### src/rtl/flash_guard_pkg.sv
package flash_guard_pkg;

  typedef enum logic [2:0] {
    ST_HOLD       = 3'd0,
    ST_READ       = 3'd1,
    ST_PROG       = 3'd2,
    ST_ERASE      = 3'd3,
    ST_LOCK       = 3'd4,
    ST_SLEEP      = 3'd5,
    ST_LOCK_SLEEP = 3'd6
  } guardState_t;

  typedef struct packed {
    logic rd;
    logic vf;
    logic pr;
    logic er;
  } permVec_t;

  typedef struct packed {
    permVec_t perm;
    logic     setErr;
    logic     clrErr;
    logic     clrRegs;
  } guardStrobe_t;

  localparam int PERM_W = $bits(permVec_t);
  localparam permVec_t PERM_ALL  = '{rd: 1'b1, vf: 1'b1, pr: 1'b1, er: 1'b1};
  localparam permVec_t PERM_NONE = '{rd: 1'b0, vf: 1'b0, pr: 1'b0, er: 1'b0};
  localparam permVec_t PERM_READ = '{rd: 1'b1, vf: 1'b0, pr: 1'b0, er: 1'b0};

endpackage

### src/rtl/flash_guard_ctrl.sv
module flash_guard_ctrl
  import flash_guard_pkg::*;
(
  input  logic         clk,
  input  logic         rstN,
  input  logic         hwStandby,
  input  logic         wrEnOk,
  input  logic         progReq,
  input  logic         eraseReq,
  input  logic         errDetect,
  input  logic         stbyEnter,
  input  logic         stbyExit,
  output guardStrobe_t strobe
);

  guardState_t stateQ, stateD;
  logic bothReq;
  logic anyReq;

  assign bothReq = wrEnOk && progReq && eraseReq;
  assign anyReq  = progReq || eraseReq;

  always_comb begin
    stateD = stateQ;
    if (hwStandby) begin
      stateD = ST_HOLD;
    end else begin
      unique case (stateQ)
        ST_HOLD: stateD = ST_READ;
        ST_READ: begin
          if (bothReq)                            stateD = ST_LOCK;
          else if (stbyEnter)                     stateD = ST_SLEEP;
          else if (wrEnOk && progReq)             stateD = ST_PROG;
          else if (wrEnOk && eraseReq)            stateD = ST_ERASE;
        end
        ST_PROG, ST_ERASE: begin
          if (errDetect || bothReq)               stateD = ST_LOCK;
          else if (stbyEnter)                     stateD = ST_SLEEP;
          else if (!wrEnOk || !anyReq)            stateD = ST_READ;
        end
        ST_LOCK:       if (stbyEnter) stateD = ST_LOCK_SLEEP;
        ST_SLEEP:      if (stbyExit)  stateD = ST_READ;
        ST_LOCK_SLEEP: if (stbyExit)  stateD = ST_LOCK;
        default:                      stateD = ST_HOLD;
      endcase
    end
  end

  always_ff @(posedge clk or negedge rstN) begin
    if (!rstN) stateQ <= ST_HOLD;
    else       stateQ <= stateD;
  end

  // Strobes are derived from the next state so the datapath registers
  // line up with the state register.
  always_comb begin
    strobe         = '0;
    strobe.clrErr  = (stateD == ST_HOLD);
    strobe.setErr  = (stateD == ST_LOCK) || (stateD == ST_LOCK_SLEEP);
    strobe.clrRegs = (stateD == ST_HOLD) || (stateD == ST_SLEEP) ||
                     (stateD == ST_LOCK_SLEEP);
    unique case (stateD)
      ST_READ, ST_PROG, ST_ERASE: strobe.perm = PERM_ALL;
      ST_LOCK:                    strobe.perm = PERM_READ;
      default:                    strobe.perm = PERM_NONE;
    endcase
  end

  assert_leave_hold_R1: assert property (@(posedge clk) disable iff (!rstN)
    (stateQ == ST_HOLD && !hwStandby) |=> (stateQ == ST_READ));

  assert_prog_gate_R3: assert property (@(posedge clk) disable iff (!rstN)
    (stateQ == ST_READ && !wrEnOk && !hwStandby && !stbyEnter) |=> (stateQ == ST_READ));

  assert_wr_drop_R7: assert property (@(posedge clk) disable iff (!rstN)
    ((stateQ == ST_PROG || stateQ == ST_ERASE) && !wrEnOk && !hwStandby &&
     !errDetect && !stbyEnter) |=> (stateQ == ST_READ));

  assert_lock_wake_R9: assert property (@(posedge clk) disable iff (!rstN)
    (stateQ == ST_LOCK_SLEEP && stbyExit && !hwStandby) |=> (stateQ == ST_LOCK));

  assert_plain_wake_R10: assert property (@(posedge clk) disable iff (!rstN)
    (stateQ == ST_SLEEP && stbyExit && !hwStandby) |=> (stateQ == ST_READ));

endmodule

### src/rtl/flash_guard_dp.sv
module flash_guard_dp
  import flash_guard_pkg::*;
(
  input  logic         clk,
  input  logic         rstN,
  input  guardStrobe_t strobe,
  output permVec_t     permOut,
  output logic         errOut,
  output logic         clearOut
);

  permVec_t permQ;
  logic     errQ;
  logic     clearQ;

  always_ff @(posedge clk or negedge rstN) begin
    if (!rstN) begin
      permQ  <= PERM_NONE;
      clearQ <= 1'b1;
    end else begin
      permQ  <= strobe.perm;
      clearQ <= strobe.clrRegs;
    end
  end

  always_ff @(posedge clk or negedge rstN) begin
    if (!rstN)              errQ <= 1'b0;
    else if (strobe.clrErr) errQ <= 1'b0;
    else if (strobe.setErr) errQ <= 1'b1;
  end

  assign permOut  = permQ;
  assign errOut   = errQ;
  assign clearOut = clearQ;

  assert_sticky_flag_R8: assert property (@(posedge clk) disable iff (!rstN)
    (errQ && !strobe.clrErr) |=> errQ);

  assert_clear_flag_R11: assert property (@(posedge clk) disable iff (!rstN)
    strobe.clrErr |=> (!errQ && clearQ));

endmodule

### src/rtl/flash_guard.sv
module flash_guard
  import flash_guard_pkg::*;
(
  input  logic clk,
  input  logic rstN,
  input  logic hwStandby,
  input  logic fweIn,
  input  logic romMode,
  input  logic progBit,
  input  logic eraseBit,
  input  logic errDetect,
  input  logic stbyEnter,
  input  logic stbyExit,
  output logic rdEn,
  output logic vfEn,
  output logic prEn,
  output logic erEn,
  output logic errFlag,
  output logic regClear
);

  guardStrobe_t strobe;
  permVec_t     perm;

  flash_guard_ctrl u_ctrl (
    .clk       (clk),
    .rstN      (rstN),
    .hwStandby (hwStandby),
    .wrEnOk    (fweIn & romMode),
    .progReq   (progBit),
    .eraseReq  (eraseBit),
    .errDetect (errDetect),
    .stbyEnter (stbyEnter),
    .stbyExit  (stbyExit),
    .strobe    (strobe)
  );

  flash_guard_dp u_dp (
    .clk      (clk),
    .rstN     (rstN),
    .strobe   (strobe),
    .permOut  (perm),
    .errOut   (errFlag),
    .clearOut (regClear)
  );

  assign rdEn = perm.rd;
  assign vfEn = perm.vf;
  assign prEn = perm.pr;
  assign erEn = perm.er;

  assert_normal_perms_R2: assert property (@(posedge clk) disable iff (!rstN)
    (rdEn && !errFlag) |-> (vfEn && prEn && erEn && !regClear));

  assert_lock_perms_R4: assert property (@(posedge clk) disable iff (!rstN)
    errFlag |-> (!vfEn && !prEn && !erEn));

  assert_hw_priority_R11: assert property (@(posedge clk) disable iff (!rstN)
    hwStandby |=> (!rdEn && !vfEn && !prEn && !erEn && !errFlag && regClear));

  assert_lock_stby_R9: assert property (@(posedge clk) disable iff (!rstN)
    (errFlag && stbyEnter && !hwStandby) |=> (errFlag && !rdEn && regClear));

endmodule

### config.mk
export PLATFORM = sky130hd
export DESIGN_NAME = flash_guard
export DESIGN_NICKNAME = d
export VERILOG_FILES = /design/src/rtl/flash_guard_pkg.sv /design/src/rtl/flash_guard_ctrl.sv /design/src/rtl/flash_guard_dp.sv /design/src/rtl/flash_guard.sv
export SDC_FILE = /design/constraint.sdc
export NUM_CORES = 1
export LEC_CHECK = 0
export BUFFER_PORTS_ARGS = -buffer_cell sky130_fd_sc_hd__clkbuf_2
export CORE_AREA = 2 2 39 41
export DETAILED_ROUTE_END_ITERATION = 16
export DIE_AREA = 0 0 41 43
export GPL_TIMING_DRIVEN = 0
export HOLD_SLACK_MARGIN = 0.05
export PLACE_DENSITY = 0.62
export SLEW_MARGIN = 20
export SYNTH_ARGS = -nofsm -noshare
export SYNTH_HDL_FRONTEND = slang
export SYNTH_SLANG_ARGS = --single-unit
### constraint.sdc
create_clock -name clk -period 3.3 [get_ports clk]
set_clock_uncertainty 0.05 [all_clocks]
set_input_delay 0.66 -clock clk [delete_from_list [all_inputs] [get_ports clk]]
set_output_delay 0.66 -clock clk [all_outputs]
set_load 0.005 [all_outputs]
* After elaboration in Yosys (flattened, before gate mapping) *
Cells that the tools add are included.

word-level totals
  bits in read-only memories = 0
  RAM bits = 0
  word-level logic and storage cells = 51
  input port bits = 10
  output and inout port bits = 6
  bits in latches = 0
  memories kept = 0
  register bits = 9

cells by class
  reduce and logical (&&, ||, !) cells = 16
  eq/ne operators = 12
  shift operators = 0
  muxes and demuxes = 15
  multiply operators = 0
  div/mod/pow operators = 0
  magnitude comparators = 0
  $add $sub $neg = 0
  bitwise logic cells = 1

operators by type and width
  kind                                            number
  2-to-1 mux 3 bit                                11
  == test 3 bit (second input constant)           6
  case mux 3 bit (6 select lines)                 1
  == test 3 x 2 -> 1 bit (second input constant)  4
  case mux 4 bit (2 select lines)                 1
  == test 3 x 1 -> 1 bit (second input constant)  2
  zero test 3 bit                                 2
  logical OR 1 bit                                6
  logical AND 1 bit                               3
  OR reduction 3 bit                              1
  zero test 1 bit                                 2
  2-to-1 mux 1 bit                                2
  nonzero test 2 bit                              1
  OR reduction 2 bit                              1
  bitwise AND 1 bit                               1

* Longest topological paths before layout *
  word-level depth = 12
  mapped depth = 6
  mapped depth without buffers = 5

* Hierarchy *
From an unflattened synthesis, not the netlist that was laid out.

second synthesis, totals
  cells, all modules = 43
  area total of the unflattened synthesis = 459.2 sq um

by module, submodules not included
  module            cells an instance  area each (sq um)  times used  sequential area each (sq um)
  flash_guard_ctrl  35                 291.5              1           75.1
  flash_guard_dp    7                  161.4              1           151.4
  flash_guard       1                  6.3                1           0.0

* Worst setup path before layout *
OpenSTA, ideal clock, no wires.

  kind = input-to-reg
  from = input eraseBit
  to = register u_dp.permQ, in the netlist u_dp.permOut[3]
  data arrival time = 1.615 ns
  setup slack = 1.516 ns
  buffers on the path = 0
  setup time = 0.119 ns
  required time = 3.131 ns
  stages on the path = 5
  path through = and4_1 -> nor4b_1 -> a211oi_2 -> and2_1 -> o21a_1

RTL lines
  item                  RTL line              source
  from (decl)           flash_guard.sv:10     input logic eraseBit,
  to (signal assigned)  flash_guard_dp.sv:21  permQ <= strobe.perm;
  to (decl)             flash_guard_dp.sv:12  permVec_t permQ;

* Worst setup path in the final report *
  from = input stbyEnter
  to = register u_dp.errQ (netlist: u_dp.errOut)

between the ends
  word-level cells in the longest chain between the ends = 7
  elaborated cells between the ends (all ways) = 13
  those cells by class = eq/ne (2); mux (8); reduce/logical (3)

ends and longest elaborated chain
  item                                        RTL line                                        source
  from (decl)                                 flash_guard.sv:12                               input logic stbyEnter,
  2-to-1 mux 3 bit, on equally long branches  flash_guard_ctrl.sv:38, flash_guard_ctrl.sv:32
  2-to-1 mux 3 bit, on equally long branches  flash_guard_ctrl.sv:37, flash_guard_ctrl.sv:31
  case mux 3 bit (6 select lines) (*)         flash_guard_ctrl.sv:28                          unique case (stateQ)
  2-to-1 mux 3 bit (*)                        flash_guard_ctrl.sv:25                          if (hwStandby) begin
  == test 3 bit                               flash_guard_ctrl.sv:59                          strobe.setErr = (stateD == ST_LOCK) || (stateD == ST_LOCK_SLEEP);
  logical OR 1 bit                            flash_guard_ctrl.sv:59
  nonzero test 2 bit (no source line)         -
  to (signal assigned)                        flash_guard_dp.sv:27                            if (!rstN) errQ <= 1'b0;
  to (signal assigned)                        flash_guard_dp.sv:28                            else if (strobe.clrErr) errQ <= 1'b0;
  to (signal assigned)                        flash_guard_dp.sv:29                            else if (strobe.setErr) errQ <= 1'b1;
  to (decl)                                   flash_guard_dp.sv:13                            logic errQ;

Every way passes the cells marked *; elsewhere a longest branch is shown, timed or not.
A chain may end at the register's enable or synchronous reset.

==> metrics.md <==
| Metric | Value |
|---|---|
| Outcome | complete, no violations |
| Leak | about 0.28 nW |
| Non-filler cells, final | 79 |
| CTS tree | yes |
| Layout area overhead | 28.5% |
| DIE WIDTH | roughly 40 µm |
| Combinational Power Share | 29.9% |
| Sequential fraction of design power | ~40% |
| Diodes inserted | 0 |
| Initial core utilization | 30.7% |
| Cells after Synth | 44 |
| DR pass1 iterations | 4 |
| Ports | 16 |
| Synthesized Nets | 54 |
| Post-synth top area cell | dfrtp_1 |
| CTS Buf Count | 3 |
| Synthesized flop and latch total | 7 |
| Net Sw Frac | 28.8% |
| Final setup fails | 0 |
| Switch Pwr | around 0.000072 W |
| H-tree level count | 1 |
| Commonest non-fill, non-tap cell in the layout | clkbuf_2 |
| PwrDens | roughly 460 nW/µm² |
| Worst slew pin tran | between 0.4 and 0.5 ns |
| Final #Nets | 74 |
| Resize count post-CTS | 0 |
| Fill count | 140 |
| Int Pwr | 0.000178 W |
| CP Capture Type | flop |
| Yosys top cell area share | 35.3% |
| Pwr Total | roughly 0.00025 W |
| Final GP Congestion | 0.796 |
| Clk_lat worst skew | between 0.2 and 0.25 ns |
| Final Max Tran Viols | 0 |
| Sequential fraction of the synthesis area | 41.5% |
| Fraction of layout cells with a size suffix above 1 | 39.7% |
| Final min period | 1.74 ns |
| Synth Warn # | 0 |
| Clock buffer depth | 2 |
| Data arrival, critical path | about 1.8 ns |
| Die area | ~1800 µm² |
| Post-route DRC | 0 |
| Post-layout util | 39.5% |
| Fmax | about 0.58 GHz |
| Synth async-reset ratio | 100% |
| Vias per inst | 4.80 |
| CP Class | in2reg |
| Mean Syn Cell Area | 9.67 µm² |
| Initial antenna violation count | 0 |
| TritonCTS sink count | 7 |
| VDD IR-drop max | 0.123 mV |
| FF-to-FF Start | u_ctrl.stateQ[2] |
| Setup crit start kind | input pin |
| Post-DRT Antenna Nets | 0 |
| Via count | about 380 |
| EDFF count, synth | 0 |
| Register area | between 150 and 200 µm² |
| Clk pwr share | between 30% and 40% |
| Worst rel slew slack | 66.9% |
| Largest net degree at the start of global routing | 11 |
| DP HPWL | roughly 680 µm |
| Post-CTS setup buffers | 0 |
| Inst Count DP | between 70 and 80 |
| Syn Std Cell Area | 425 µm² |
| CP Max Fanout | 4 |
| # Max-Cap Violations | 0 |
| Hold Fails Final Rpt | 0 |
| Average wire per standard cell | between 10 and 15 µm |
| Chip Height | 43 µm |
| Synth area leaders | dfrtp_1 35%, dfstp_2 6.2%, nand3b_4 4.7%, nor2_1 4.4%, buf_4 3.5% |
| Unique masters post-synth | 29 |
| WL met3 | slightly above 70 µm |
| Setup TNS | 0 ns |
| Clock root cell | clkbuf_4 |
| Global-route wire length before repair | around 1.6 mm |
| Hold Buf Count CTS | 0 |
| Site row count | 14 |
| IO buf count | 15 |
| Routed met2 length | between 400 and 500 µm |
| Vias in the first global route | 366 |
| Hold/Removal Path Class | in2async |
| Worst-path clk slew | 0.05 ns |
| Commonest cells after routing, fill and taps aside | 15 x clkbuf_2, 6 x dfrtp_1, 5 x nor2_1, 3 x clkbuf_4 |
| Met1 WL | 352 µm |
| Gr ovfl total | 0 |
| Initial detailed-routing violation count | 5 |
| Total Routing Usage GR | around an eighth |
| Crit. Startpoint | stbyEnter |
| Uppermost layer routed | met3 |
| Area of the multi-input gates | 213 µm² |
| R2R depth | 6 |
| WP data required | 3.38 ns |
| Final worst path period share | a little over half |
| Core outline area | approximately 1400 µm² |
| Final wirelength | 828 µm |
| Ys flop type | dfrtp_1 |
| RSZ-0062 raised after global routing | false |
[worst max-delay path, cell delays in order]
cell and delay [ns]:
clkbuf_2 0.11, nand3b_4 0.15, or3_1 0.36, a211oi_2 0.25
and2_1 0.21, o2bb2ai_1 0.08
[sequential cells by signal, indices dropped and copies added, names as in the netlist]
register / cells
u_ctrl.stateQ: 3
u_dp.clearOut: 1
u_dp.errOut: 1
u_dp.permOut: 2
[cell families after synthesis]
family	after synthesis	synth area share (%)
AND/OR/NAND/NOR	18	28.2
flip-flops	7	41.5
AO/OA/AOI/OAI	10	17.6
XOR/XNOR	2	4.12
buffers and inverters	7	8.53
[metal layers]
| layer | vias to the layer above | global-route usage [%] |
|---|---|---|
| met5 | - | 0 |
| met4 | 0 | 8.00 |
| met3 | 0 | 2.09 |
| met2 | 14 | 19.4 |
| met1 | 171 | 16.9 |
| li1 | 194 | - |
[per-stage QoR]
step / instance area, µm² / hold WS, ns / setup WS [ns]
finish: 547 / 0.186 / 1.56
global route: 547 / 0.183 / 1.42
CTS: 547 / 0.186 / 1.55
detailed placement: 520 / 0.452 / 1.28
global placement: 520 / 0.450 / 1.31
floorplan: 425 / 0.314 / 1.52
[final cells by class]
class | count | share of cell area [%]
Multi-Input combinational cell | 30 | 38.9
Sequential cell | 7 | 32.3
Timing Repair Buffer | 15 | 13.7
Buffer | 5 | 5.26
Clock buffer | 4 | 4.81
Tap cell | 16 | 3.66
Inverter | 2 | 1.37
[Yosys cell counts, types with 2 or more instances]
cell type and instances:
a31oi_1 2, and2_1 2, buf_2 2, buf_4 2, dfrtp_1 6, inv_1 2
nor2_1 5, nor4_1 2
[final timing paths]
check                                       end  slack, ns
min in group clk                    u_dp.errOut       0.47
worst max-delay path                u_dp.errOut       1.56
worst min register to register      u_dp.errOut       0.47
worst min-delay path                u_dp.errOut       0.19
max in group asynchronous         u_dp.clearOut       2.78
worst max register to register  u_dp.permOut[3]       1.63
[power by group through the flow]
stage          sequential, W  combinational [W]   clock, W
2_1_floorplan       0.000102          0.0000491          0
3_3_place_gp        0.000101          0.0000742          0
3_5_place_dp        0.000102          0.0000757          0
4_1_cts             0.000100          0.0000758  0.0000787
5_1_grt             0.000102          0.0000891  0.0000864
6_report           0.0000999          0.0000745  0.0000750
No activity file was read; power rests on OpenSTA's default activity.
